<file path="src/rtl/wtb_pkg.sv">
package wtb_pkg;

    // Memory-port sequencer phases.
    typedef enum logic [1:0] {
        MP_IDLE   = 2'd0,
        MP_DRAIN  = 2'd1,
        MP_REFILL = 2'd2
    } mport_state_e;

    // Processor operation kind, decoded from cpu_we.
    typedef enum logic {
        OP_LOAD  = 1'b0,
        OP_STORE = 1'b1
    } cpu_op_e;

endpackage

</file>
<file path="src/rtl/wtb_line_store.sv">
module wtb_line_store #(
    parameter int ADDR_W = 16,
    parameter int DATA_W = 32,
    parameter int LINES  = 16
) (
    input  logic              clk,
    input  logic              rst,
    // lookup / store-hit port
    input  logic [ADDR_W-1:0] lk_addr,
    output logic              lk_hit,
    output logic [DATA_W-1:0] lk_data,
    input  logic              st_we,
    input  logic [DATA_W-1:0] st_data,
    // fill port
    input  logic              fill_we,
    input  logic [ADDR_W-1:0] fill_addr,
    input  logic [DATA_W-1:0] fill_data
);
    localparam int IDX_W = $clog2(LINES);
    localparam int TAG_W = ADDR_W - IDX_W;

    logic [IDX_W-1:0] lk_idx;
    logic [TAG_W-1:0] lk_tag;
    logic [IDX_W-1:0] fill_idx;
    logic [TAG_W-1:0] fill_tag;

    assign lk_idx   = lk_addr[IDX_W-1:0];
    assign lk_tag   = lk_addr[ADDR_W-1:IDX_W];
    assign fill_idx = fill_addr[IDX_W-1:0];
    assign fill_tag = fill_addr[ADDR_W-1:IDX_W];

    logic [LINES-1:0] valid_vec;
    logic [TAG_W-1:0] tag_arr  [LINES];
    logic [DATA_W-1:0] data_arr [LINES];

    for (genvar g = 0; g < LINES; g++) begin : g_line
        logic              v_q;
        logic [TAG_W-1:0]  t_q;
        logic [DATA_W-1:0] d_q;
        logic              fill_sel;
        logic              st_sel;

        assign fill_sel = fill_we && (fill_idx == IDX_W'(g));
        assign st_sel   = st_we && (lk_idx == IDX_W'(g));

        always_ff @(posedge clk) begin
            if (rst) begin
                v_q <= 1'b0;
            end else if (fill_sel) begin
                v_q <= 1'b1;
            end
        end

        always_ff @(posedge clk) begin
            if (fill_sel) begin
                t_q <= fill_tag;
                d_q <= fill_data;
            end else if (st_sel) begin
                d_q <= st_data;
            end
        end

        assign valid_vec[g] = v_q;
        assign tag_arr[g]   = t_q;
        assign data_arr[g]  = d_q;
    end

    assign lk_hit  = valid_vec[lk_idx] && (tag_arr[lk_idx] == lk_tag);
    assign lk_data = data_arr[lk_idx];

    AST_FILL_SETS_VALID: assert property (@(posedge clk) disable iff (rst)
        fill_we |=> valid_vec[$past(fill_idx)]);

    AST_RESET_INVALIDATES: assert property (@(posedge clk) disable iff (rst)
        $past(rst) |-> (valid_vec == '0));

endmodule

</file>
<file path="src/rtl/wtb_store_buffer.sv">
module wtb_store_buffer #(
    parameter int ADDR_W = 16,
    parameter int DATA_W = 32
) (
    input  logic              clk,
    input  logic              rst,
    input  logic              load,
    input  logic [ADDR_W-1:0] load_addr,
    input  logic [DATA_W-1:0] load_data,
    input  logic              drain,
    output logic              full,
    output logic [ADDR_W-1:0] buf_addr,
    output logic [DATA_W-1:0] buf_data
);
    always_ff @(posedge clk) begin
        if (rst) begin
            full <= 1'b0;
        end else if (load) begin
            full <= 1'b1;
        end else if (drain) begin
            full <= 1'b0;
        end
    end

    always_ff @(posedge clk) begin
        if (load) begin
            buf_addr <= load_addr;
            buf_data <= load_data;
        end
    end

    AST_WB_SINGLE_ENTRY: assert property (@(posedge clk) disable iff (rst)
        load |-> !full);

    AST_WB_HOLD: assert property (@(posedge clk) disable iff (rst)
        (full && !drain) |=> (full && $stable(buf_addr) && $stable(buf_data)));

endmodule

</file>
<file path="src/rtl/wtb_mem_sequencer.sv">
module wtb_mem_sequencer
    import wtb_pkg::*;
#(
    parameter int ADDR_W = 16,
    parameter int DATA_W = 32
) (
    input  logic              clk,
    input  logic              rst,
    input  logic              buf_full,
    input  logic [ADDR_W-1:0] buf_addr,
    input  logic [DATA_W-1:0] buf_data,
    input  logic              miss_req,
    input  logic [ADDR_W-1:0] miss_addr,
    output logic              mem_req,
    output logic              mem_we,
    output logic [ADDR_W-1:0] mem_addr,
    output logic [DATA_W-1:0] mem_wdata,
    input  logic              mem_done,
    output logic              drain_done,
    output logic              fill_done,
    output logic              refill_busy,
    output logic [ADDR_W-1:0] fill_addr
);
    mport_state_e      state_q, state_d;
    logic [ADDR_W-1:0] rd_addr_q;

    always_comb begin
        state_d = state_q;
        unique case (state_q)
            MP_IDLE: begin
                if (buf_full) begin
                    state_d = MP_DRAIN;     // pending store always goes first
                end else if (miss_req) begin
                    state_d = MP_REFILL;
                end
            end
            MP_DRAIN:  if (mem_done) state_d = MP_IDLE;
            MP_REFILL: if (mem_done) state_d = MP_IDLE;
            default:   state_d = MP_IDLE;
        endcase
    end

    always_ff @(posedge clk) begin
        if (rst) begin
            state_q <= MP_IDLE;
        end else begin
            state_q <= state_d;
        end
    end

    always_ff @(posedge clk) begin
        if (rst) begin
            rd_addr_q <= '0;
        end else if (state_q == MP_IDLE && !buf_full && miss_req) begin
            rd_addr_q <= miss_addr;
        end
    end

    assign mem_req     = (state_q != MP_IDLE);
    assign mem_we      = (state_q == MP_DRAIN);
    assign mem_addr    = (state_q == MP_DRAIN) ? buf_addr : rd_addr_q;
    assign mem_wdata   = buf_data;
    assign drain_done  = (state_q == MP_DRAIN) && mem_done;
    assign fill_done   = (state_q == MP_REFILL) && mem_done;
    assign refill_busy = (state_q == MP_REFILL);
    assign fill_addr   = rd_addr_q;

    AST_MEM_HOLD: assert property (@(posedge clk) disable iff (rst)
        (mem_req && !mem_done) |=> (mem_req && $stable(mem_addr) && $stable(mem_we)));

    AST_ONE_OUTSTANDING: assert property (@(posedge clk) disable iff (rst)
        (mem_req && mem_done) |=> !mem_req);

    AST_FILL_AFTER_DRAIN: assert property (@(posedge clk) disable iff (rst)
        (mem_req && !mem_we) |-> !buf_full);

endmodule

</file>
<file path="src/rtl/wtb_cache.sv">
module wtb_cache
    import wtb_pkg::*;
#(
    parameter int ADDR_W = 16,
    parameter int DATA_W = 32,
    parameter int LINES  = 16
) (
    input  logic              clk,
    input  logic              rst,
    input  logic              cpu_valid,
    input  logic              cpu_we,
    input  logic [ADDR_W-1:0] cpu_addr,
    input  logic [DATA_W-1:0] cpu_wdata,
    output logic              cpu_ready,
    output logic [DATA_W-1:0] cpu_rdata,
    output logic              mem_req,
    output logic              mem_we,
    output logic [ADDR_W-1:0] mem_addr,
    output logic [DATA_W-1:0] mem_wdata,
    input  logic [DATA_W-1:0] mem_rdata,
    input  logic              mem_done
);
    cpu_op_e           op;
    logic              hit;
    logic [DATA_W-1:0] line_data;
    logic              buf_full;
    logic [ADDR_W-1:0] buf_addr;
    logic [DATA_W-1:0] buf_data;
    logic              drain_done;
    logic              fill_done;
    logic              refill_busy;
    logic [ADDR_W-1:0] fill_addr;
    logic              store_acc;
    logic              store_hit;
    logic              miss_req;

    assign op        = cpu_op_e'(cpu_we);
    assign store_acc = cpu_valid && (op == OP_STORE) && !buf_full;
    assign store_hit = store_acc && hit;
    assign miss_req  = cpu_valid && (op == OP_LOAD) && !hit;
    assign cpu_ready = cpu_valid && ((op == OP_STORE) ? !buf_full : hit);
    assign cpu_rdata = line_data;

    wtb_line_store #(
        .ADDR_W (ADDR_W),
        .DATA_W (DATA_W),
        .LINES  (LINES)
    ) u_lines (
        .clk       (clk),
        .rst       (rst),
        .lk_addr   (cpu_addr),
        .lk_hit    (hit),
        .lk_data   (line_data),
        .st_we     (store_hit),
        .st_data   (cpu_wdata),
        .fill_we   (fill_done),
        .fill_addr (fill_addr),
        .fill_data (mem_rdata)
    );

    wtb_store_buffer #(
        .ADDR_W (ADDR_W),
        .DATA_W (DATA_W)
    ) u_wbuf (
        .clk       (clk),
        .rst       (rst),
        .load      (store_acc),
        .load_addr (cpu_addr),
        .load_data (cpu_wdata),
        .drain     (drain_done),
        .full      (buf_full),
        .buf_addr  (buf_addr),
        .buf_data  (buf_data)
    );

    wtb_mem_sequencer #(
        .ADDR_W (ADDR_W),
        .DATA_W (DATA_W)
    ) u_seq (
        .clk         (clk),
        .rst         (rst),
        .buf_full    (buf_full),
        .buf_addr    (buf_addr),
        .buf_data    (buf_data),
        .miss_req    (miss_req),
        .miss_addr   (cpu_addr),
        .mem_req     (mem_req),
        .mem_we      (mem_we),
        .mem_addr    (mem_addr),
        .mem_wdata   (mem_wdata),
        .mem_done    (mem_done),
        .drain_done  (drain_done),
        .fill_done   (fill_done),
        .refill_busy (refill_busy),
        .fill_addr   (fill_addr)
    );

    AST_MISS_HELD: assert property (@(posedge clk) disable iff (rst)
        (cpu_valid && !cpu_we && refill_busy) |-> !cpu_ready);

    AST_NO_REQ_AFTER_RESET: assert property (@(posedge clk) disable iff (rst)
        $past(rst) |-> !mem_req);

endmodule

</file>
<file path="config.mk">
export PLATFORM = sky130hd
export DESIGN_NAME = wtb_cache
export DESIGN_NICKNAME = d
export VERILOG_FILES = /design/src/rtl/wtb_pkg.sv /design/src/rtl/wtb_line_store.sv /design/src/rtl/wtb_store_buffer.sv /design/src/rtl/wtb_mem_sequencer.sv /design/src/rtl/wtb_cache.sv
export SDC_FILE = /design/constraint.sdc
export NUM_CORES = 1
export LEC_CHECK = 0
export BUFFER_PORTS_ARGS = -buffer_cell sky130_fd_sc_hd__buf_2
export CORE_MARGIN = 3
export CORE_UTILIZATION = 60
export DETAILED_ROUTE_END_ITERATION = 6
export GPL_TIMING_DRIVEN = 0
export PLACE_DENSITY = 0.81
export SKIP_CTS_REPAIR_TIMING = 1
export SYNTH_ARGS = -nofsm -noshare
export SYNTH_HDL_FRONTEND = slang
export SYNTH_SLANG_ARGS = --single-unit
</file>
<file path="constraint.sdc">
create_clock -name clk -period 6.8 [get_ports clk]
set_clock_uncertainty 0.2 [all_clocks]
set_input_delay 0.68 -clock clk [delete_from_list [all_inputs] [get_ports clk]]
set_output_delay 0.68 -clock clk [all_outputs]
set_load 0.03 [all_outputs]
</file>
Yosys cells after proc, flatten, opt, wreduce, memory -nomap -nowiden
Index checks and enable logic that the tools add are counted.
{ "word_totals": {"reg_bits": 787, "wordCells": 208, "rom_bits": 0, "mem_bits_rw": 0, "memories": 0, "latchBits": 0} }
{ "op_classes": {"order_cmp": 2, "reduce_logical": 68, "mul": 0, "eq_ne": 35, "muxes": 48, "addsub": 0, "shift": 0, "div_mod_pow": 0, "bitwise_logic": 2} }
{ "op_table": {"columns": ["op", "n"], "rows": [
  ["32-bit 2-to-1 mux", 34],
  ["32-bit binary-select mux with 4-bit select", 1],
  ["4-bit equality test, second input constant", 16],
  ["12-bit binary-select mux with 4-bit select", 1],
  ["1-bit logical AND", 43],
  ["2-bit nonzero test", 18],
  ["4-bit by 3-bit equality test with 1-bit output, second input constant", 8],
  ["12-bit 2-to-1 mux", 2],
  ["4-bit by 2-bit equality test with 1-bit output, second input constant", 4],
  ["16-bit 2-to-1 mux", 1],
  ["12-bit equality test", 1],
  ["4-bit by 1-bit equality test with 1-bit output, second input constant", 2],
  ["4-bit zero test", 2],
  ["2-bit 2-to-1 mux", 3],
  ["5-bit greater-or-equal comparator, second input constant", 1],
  ["4-bit by 5-bit < comparator with 1-bit output, second input constant", 1],
  ["4-bit NOT with 5-bit output", 1],
  ["1-bit binary-select mux with 4-bit select", 1],
  ["1-bit 2-to-1 mux", 4],
  ["2-bit one-hot mux with 2 select lines", 1],
  ["3-bit by 1-bit inequality test with 1-bit output, second input constant", 1],
  ["2-bit by 1-bit equality test with 1-bit output, second input constant", 1],
  ["2-bit equality test, second input constant", 1],
  ["1-bit zero test", 2],
  ["5 further kinds", 5]
]} }

Logic depth before layout (Yosys ltp)
{ "depth": {"word_depth": 11, "mapped_depth": 13, "mapped_depth_nobuf": 8} }

Modules after synthesis
From an unflattened synthesis, not the netlist that was laid out.
{ "hier_totals": {"hier_cells": 2444, "area_unflattened_um2": 36836.6} }
{ "modules_own_cells": {"columns": ["module", "area_per_inst_um2", "cells_per_inst", "instances"], "rows": [
  ["wtb_line_store", 34099.0, 2247, 1],
  ["wtb_store_buffer", 1480.2, 52, 1],
  ["wtb_mem_sequencer", 1213.7, 139, 1],
  ["wtb_cache", 43.8, 6, 1]
]} }

Worst setup path after synthesis
OpenSTA, ideal clock, no wires.
{ "synth_path": {"kind": "in2reg", "startpoint": "input port cpu_valid", "endpoint": "register u_lines.g_line[10].d_q[0], enable pin", "path_buffers": 1, "arrival_time_ps": 4389, "stages": 5, "t_required_ps": 6172, "slack_ps": 1783, "path_cell_list": "nand2_1 -> nor2_1 -> clkbuf_1 -> nand3_1 -> o21bai_1"} }
{ "synth_between": {"elab_chain_cells": 5} }
{ "synth_lines": {"columns": ["item", "line", "rtl"], "rows": [
  ["start, declared", "wtb_cache.sv:10", "input logic cpu_valid,"],
  ["1-bit logical AND (2 in series)", "wtb_cache.sv:38", "assign store_acc = cpu_valid && (op == OP_STORE) && !buf_full;"],
  ["net store_acc", "wtb_cache.sv:33", "logic store_acc;"],
  ["1-bit logical AND", "wtb_cache.sv:39", "assign store_hit = store_acc && hit;"],
  ["1-bit logical AND", "wtb_line_store.sv:44", "assign st_sel = st_we && (lk_idx == IDX_W'(g));"],
  ["2-bit nonzero test (no source line)", null, null],
  ["end signal, assigned", "wtb_line_store.sv:57", "d_q <= fill_data;"],
  ["end signal, assigned", "wtb_line_store.sv:59", "d_q <= st_data;"],
  ["end, declared", "wtb_line_store.sv:39", "logic [DATA_W-1:0] d_q;"]
]} }
The timed path passes the listed nets, and every way through them passes these cells.
A chain may end at the register's enable or synchronous reset.

Worst setup path after layout
{ "layout_path": {"startpoint": "input port cpu_addr[1]", "endpoint": "output port cpu_rdata[30]"} }
{ "layout_between": {"elab_chain_cells": 4} }
{ "layout_lines": {"columns": ["item", "line", "rtl"], "rows": [
  ["start, declared", "wtb_cache.sv:12", "input logic [ADDR_W-1:0] cpu_addr,"],
  ["4-bit NOT with 5-bit output (implied by the code)", "wtb_line_store.sv:69", "assign lk_data = data_arr[lk_idx];"],
  ["32-bit binary-select mux with 4-bit select", "wtb_line_store.sv:69", null],
  ["32-bit 2-to-1 mux (implied by the code) (2 in series)", "wtb_line_store.sv:69", null],
  ["end, declared", "wtb_cache.sv:15", "output logic [DATA_W-1:0] cpu_rdata,"]
]} }
Every way passes these cells. The select of a mux whose other input is x is not followed.

==> impl_metrics.env <==
export IMPL_async_flop_share_pct=0
export IMPL_clkPwrFrac_pct=41.1
export IMPL_ir_drop_uv=272.9
export IMPL_grt_setup_unrepaired="no"
export IMPL_syn_area_um2=36520
export IMPL_cap_violations=0
export IMPL_routabilityCongestion=0.8735
export IMPL_r2r_setup_slack_ps=2400
export IMPL_area_delta_synth_final_pct=14.03
export IMPL_die_y_um=252.7
export IMPL_synth_top_area_cell="edfxtp_1"
export IMPL_ys_flop_type="edfxtp_1"
export IMPL_synth_area_per_cell_um2=15.64
export IMPL_die_w_um=252.7
export IMPL_setup_viol=0
export IMPL_rows=89
export IMPL_cp_data_required_time_ps=5920
export IMPL_critPathMaxStageDelay_ps=790
export IMPL_p_int_mw=8.192
export IMPL_end_kind="primary output"
export IMPL_drt_iter0_drc=2979
export IMPL_p_comb_share_pct=8.0
export IMPL_nNetsFinal=2695
export IMPL_cts_buffer_depth=3
export IMPL_grt_use_met2_pct=51.57
export IMPL_crit_top_cell="buf_6"
export IMPL_min_path_type="input pin to flip-flop"
export IMPL_grt_busiest_layer="met2"
export IMPL_ant_nets=0
export IMPL_drt_pass1_iterations=6
export IMPL_synth_top_area_share_pct=61.84
export IMPL_grt_max_degree=41
export IMPL_cts_tree="built"
export IMPL_r2r_start="u_seq.state_q[0]$_SDFFE_PP0P_"
export IMPL_hold_depth=1
export IMPL_core_um2=59580
export IMPL_max_clock_freq_ghz=0.1842
export IMPL_cp_max_fo=10
export IMPL_clk_pin_slew_ps=60
export IMPL_pin_count=168
export IMPL_grtUsageMet1_pct=42.00
export IMPL_p_leak_nw=14.54
export IMPL_drt_wl_total_mm=103.3
export IMPL_routed_via_density=6.688
export IMPL_start_util_pct=61.30
export IMPL_synth_seq_cells=787
export IMPL_slew_violations=0
export IMPL_path_class="input pin to primary output"
export IMPL_worstMarginPinSlew_ps=1321
export IMPL_fillers=3676
export IMPL_sw_frac_of_total_pct=22.52
export IMPL_clock_sinks=787
export IMPL_reg2reg_depth=10
export IMPL_placed_area_um2=39090
export IMPL_postSynthCellCount=2335
export IMPL_worst_endpoint_arrival_ps=4550
export IMPL_grt_pass1_vias=23692
export IMPL_grt_overflow=0
export IMPL_vias=23021
export IMPL_crit_chain="buf_2 -> buf_6 -> buf_6 -> buf_6 -> buf_6 -> buf_6 -> clkbuf_1 -> clkbuf_1 -> mux4_2 -> mux4_2 -> buf_2"
export IMPL_hold_viol=0
export IMPL_finalCritPeriodShare_pct=79.86
export IMPL_power_density_nw_per_um2=253.9
export IMPL_status="completed"
export IMPL_yosysUniqueCellTypes=53
export IMPL_netlist_top_cells_area="edfxtp_1, mux4_2, mux2_2, nand2_1, dfxtp_1"
export IMPL_grtUsageMet3_pct=9.014
export IMPL_start_kind="input pin"
export IMPL_antenna_found_initial=3
export IMPL_cts_buffers=80
export IMPL_root_buffer="clkbuf_16"
export IMPL_min_to="u_wbuf.buf_addr[2]$_DFFE_PP_"
export IMPL_holdWs_ps=60.97
export IMPL_slew_headroom_pct=11.59
export IMPL_cp_slowest_cell="clkbuf_1"
export IMPL_min_delay_start="cpu_addr[2]"
export IMPL_drc=0
export IMPL_grt_use_total_pct=32.71
export IMPL_dieArea_um2=63860
export IMPL_fin_area_um2=41640
export IMPL_yosysWarningCount=0
export IMPL_clock_latency_ps=640
export IMPL_ys_seq_area_share_pct=63.75
export IMPL_r2r_end="u_lines.g_line[6].d_q[11]$_DFFE_PP_"
export IMPL_port_buffers=166
export IMPL_power_switching_mw=2.382
export IMPL_dp_hpwl_mm=66.38
export IMPL_fin_util_pct=69.90
export IMPL_synthesis_nets=2423
export IMPL_seq_power_share_pct=50.9
export IMPL_synth_edf_count=752
export IMPL_drive_above_1_share_pct=34.98
export IMPL_post_route_min_period_ps=5430
export IMPL_wire_per_inst_um=30.01
export IMPL_h_tree_depth=3
export IMPL_grt_pass1_wl_mm=150.8
[per-stage QoR]
step | total power, mW | setup TNS, ps | cells | worst slack (ps)
4_1_cts | 10.58 | 0 | 3440 | 1477
2_1_floorplan | 6.028 | 0 | 2335 | 1783
3_3_place_gp | 6.278 | -301750 | 3274 | -1911
5_1_grt | 10.81 | 0 | 3442 | 1212
3_5_place_dp | 6.314 | 0 | 3298 | 1265
6_report | 10.57 | 0 | 3442 | 1370
[Yosys cell counts (3+ instances only)]
| master | count |
|---|---|
| a21oi_1 | 3 |
| a221oi_1 | 7 |
| a22o_1 | 6 |
| a22oi_1 | 6 |
| buf_1 | 3 |
| buf_2 | 21 |
| buf_4 | 3 |
| buf_6 | 7 |
| clkbuf_1 | 167 |
| clkinv_1 | 5 |
| dfxtp_1 | 35 |
| edfxtp_1 | 752 |
| ha_1 | 3 |
| inv_1 | 5 |
| mux2_1 | 4 |
| mux2_2 | 374 |
| mux2i_1 | 66 |
| mux4_2 | 189 |
| nand2_1 | 524 |
| nand2b_1 | 6 |
| nand3_1 | 18 |
| nand4_1 | 6 |
| nor2_1 | 44 |
| nor2b_1 | 6 |
| o21a_1 | 5 |
| o21ai_0 | 4 |
| o21ai_1 | 5 |
| o21bai_2 | 9 |
| o22ai_1 | 5 |
| or2_2 | 3 |
| or3_1 | 4 |
| xnor2_1 | 12 |
| xor2_1 | 6 |
[worst max-delay path: cells and delay by family]
kind,cells,cell delay [ps]
multiplexers,2,990
buffers and inverters,9,2850
[state kept, by name (all words and copies together) (netlist names)]
signal              flops
u_wbuf.buf_addr        16
u_lines.g_line.t_q    192
u_wbuf.buf_data        32
u_lines.g_line.d_q    512
u_seq.fill_addr        16
u_lines.g_line.v_q     16
u_seq.state_q           2
u_wbuf.full             1
[power groups by stage]
stage,registers [mW],clock network (mW),logic [mW]
5_1_grt,5.38,4.53,0.902
3_3_place_gp,5.48,0,0.799
4_1_cts,5.38,4.36,0.841
2_1_floorplan,5.49,0,0.542
6_report,5.38,4.34,0.851
3_5_place_dp,5.48,0,0.833
[metal layers]
metal / vias up / routed length (um)
met1: 11400 / 35840
li1: 9415 / -
met2: 1752 / 48490
met5: - / 0
met3: 454 / 12820
met4: 0 / 6151
[layout by cell type, fill, tap and decap left out, types with 4 or more instances in the layout]
cell	synthesis	routed
a221oi_1	7	7
a22o_1	6	6
a22oi_1	6	6
buf_12	0	8
buf_16	0	16
buf_2	21	187
buf_6	7	7
bufinv_16	0	5
clkbuf_1	167	170
clkbuf_16	0	85
clkbuf_2	0	16
clkbuf_8	0	4
clkinv_1	5	21
clkinv_2	0	7
dfxtp_1	35	35
edfxtp_1	752	752
inv_1	5	5
mux2_1	4	4
mux2_2	374	374
mux2i_1	66	66
mux4_2	189	189
nand2_1	524	524
nand2b_1	6	6
nand3_1	18	18
nand4_1	6	6
nor2_1	44	44
nor2b_1	6	6
o21a_1	5	5
o21ai_0	4	4
o21ai_4	0	5
o21bai_4	0	11
o22ai_1	5	5
or3_1	4	4
xnor2_1	12	12
xor2_1	6	6
[logic make-up (layout without fill, tap and decap cells)]
kind of cell	count (synthesis)	count (layout)	share of synthesized area (%)
AO/OA/AOI/OAI	65	65	1.511
XOR/XNOR	18	18	0.4317
adder cells (fa/ha/maj)	3	3	0.1028
buffers and inverters	211	543	2.415
flip-flops	787	787	63.75
multiplexers	633	633	25.12
other	0	2	0
AND/OR/NAND/NOR	618	618	6.664
[worst max path at each step]
stage | startpoint | to | slack (ps) | cells past startpoint
finish | cpu_addr[1] | cpu_rdata[30] | 1370 | 11
global route | cpu_addr[2] | cpu_rdata[17] | 1210 | 7
CTS | cpu_addr[2] | cpu_rdata[26] | 1480 | 7
detailed placement | cpu_addr[3] | u_lines.g_line[3].d_q[11]$_DFFE_PP_ | 1260 | 14
global placement | cpu_valid | u_lines.g_line[10].d_q[10]$_DFFE_PP_ | -1910 | 6
floorplan | cpu_valid | u_lines.g_line[10].d_q[0]$_DFFE_PP_ | 1780 | 5
[area by class of cell]
class                   instances  area [um2]  area share (%)
inverters                      10       37.54         0.09014
diodes                          2       5.005         0.01202
well taps                     773       967.2           2.323
plain buffers                 201       868.3           2.085
flip-flops and latches        787       23280           55.91
clock buffers                 109        2257           5.420
repair buffers                190        1431           3.437
multi-input cells            1337       12510           30.03
clock inverters                33       287.8          0.6911
No activity file was read; power rests on OpenSTA's default activity.
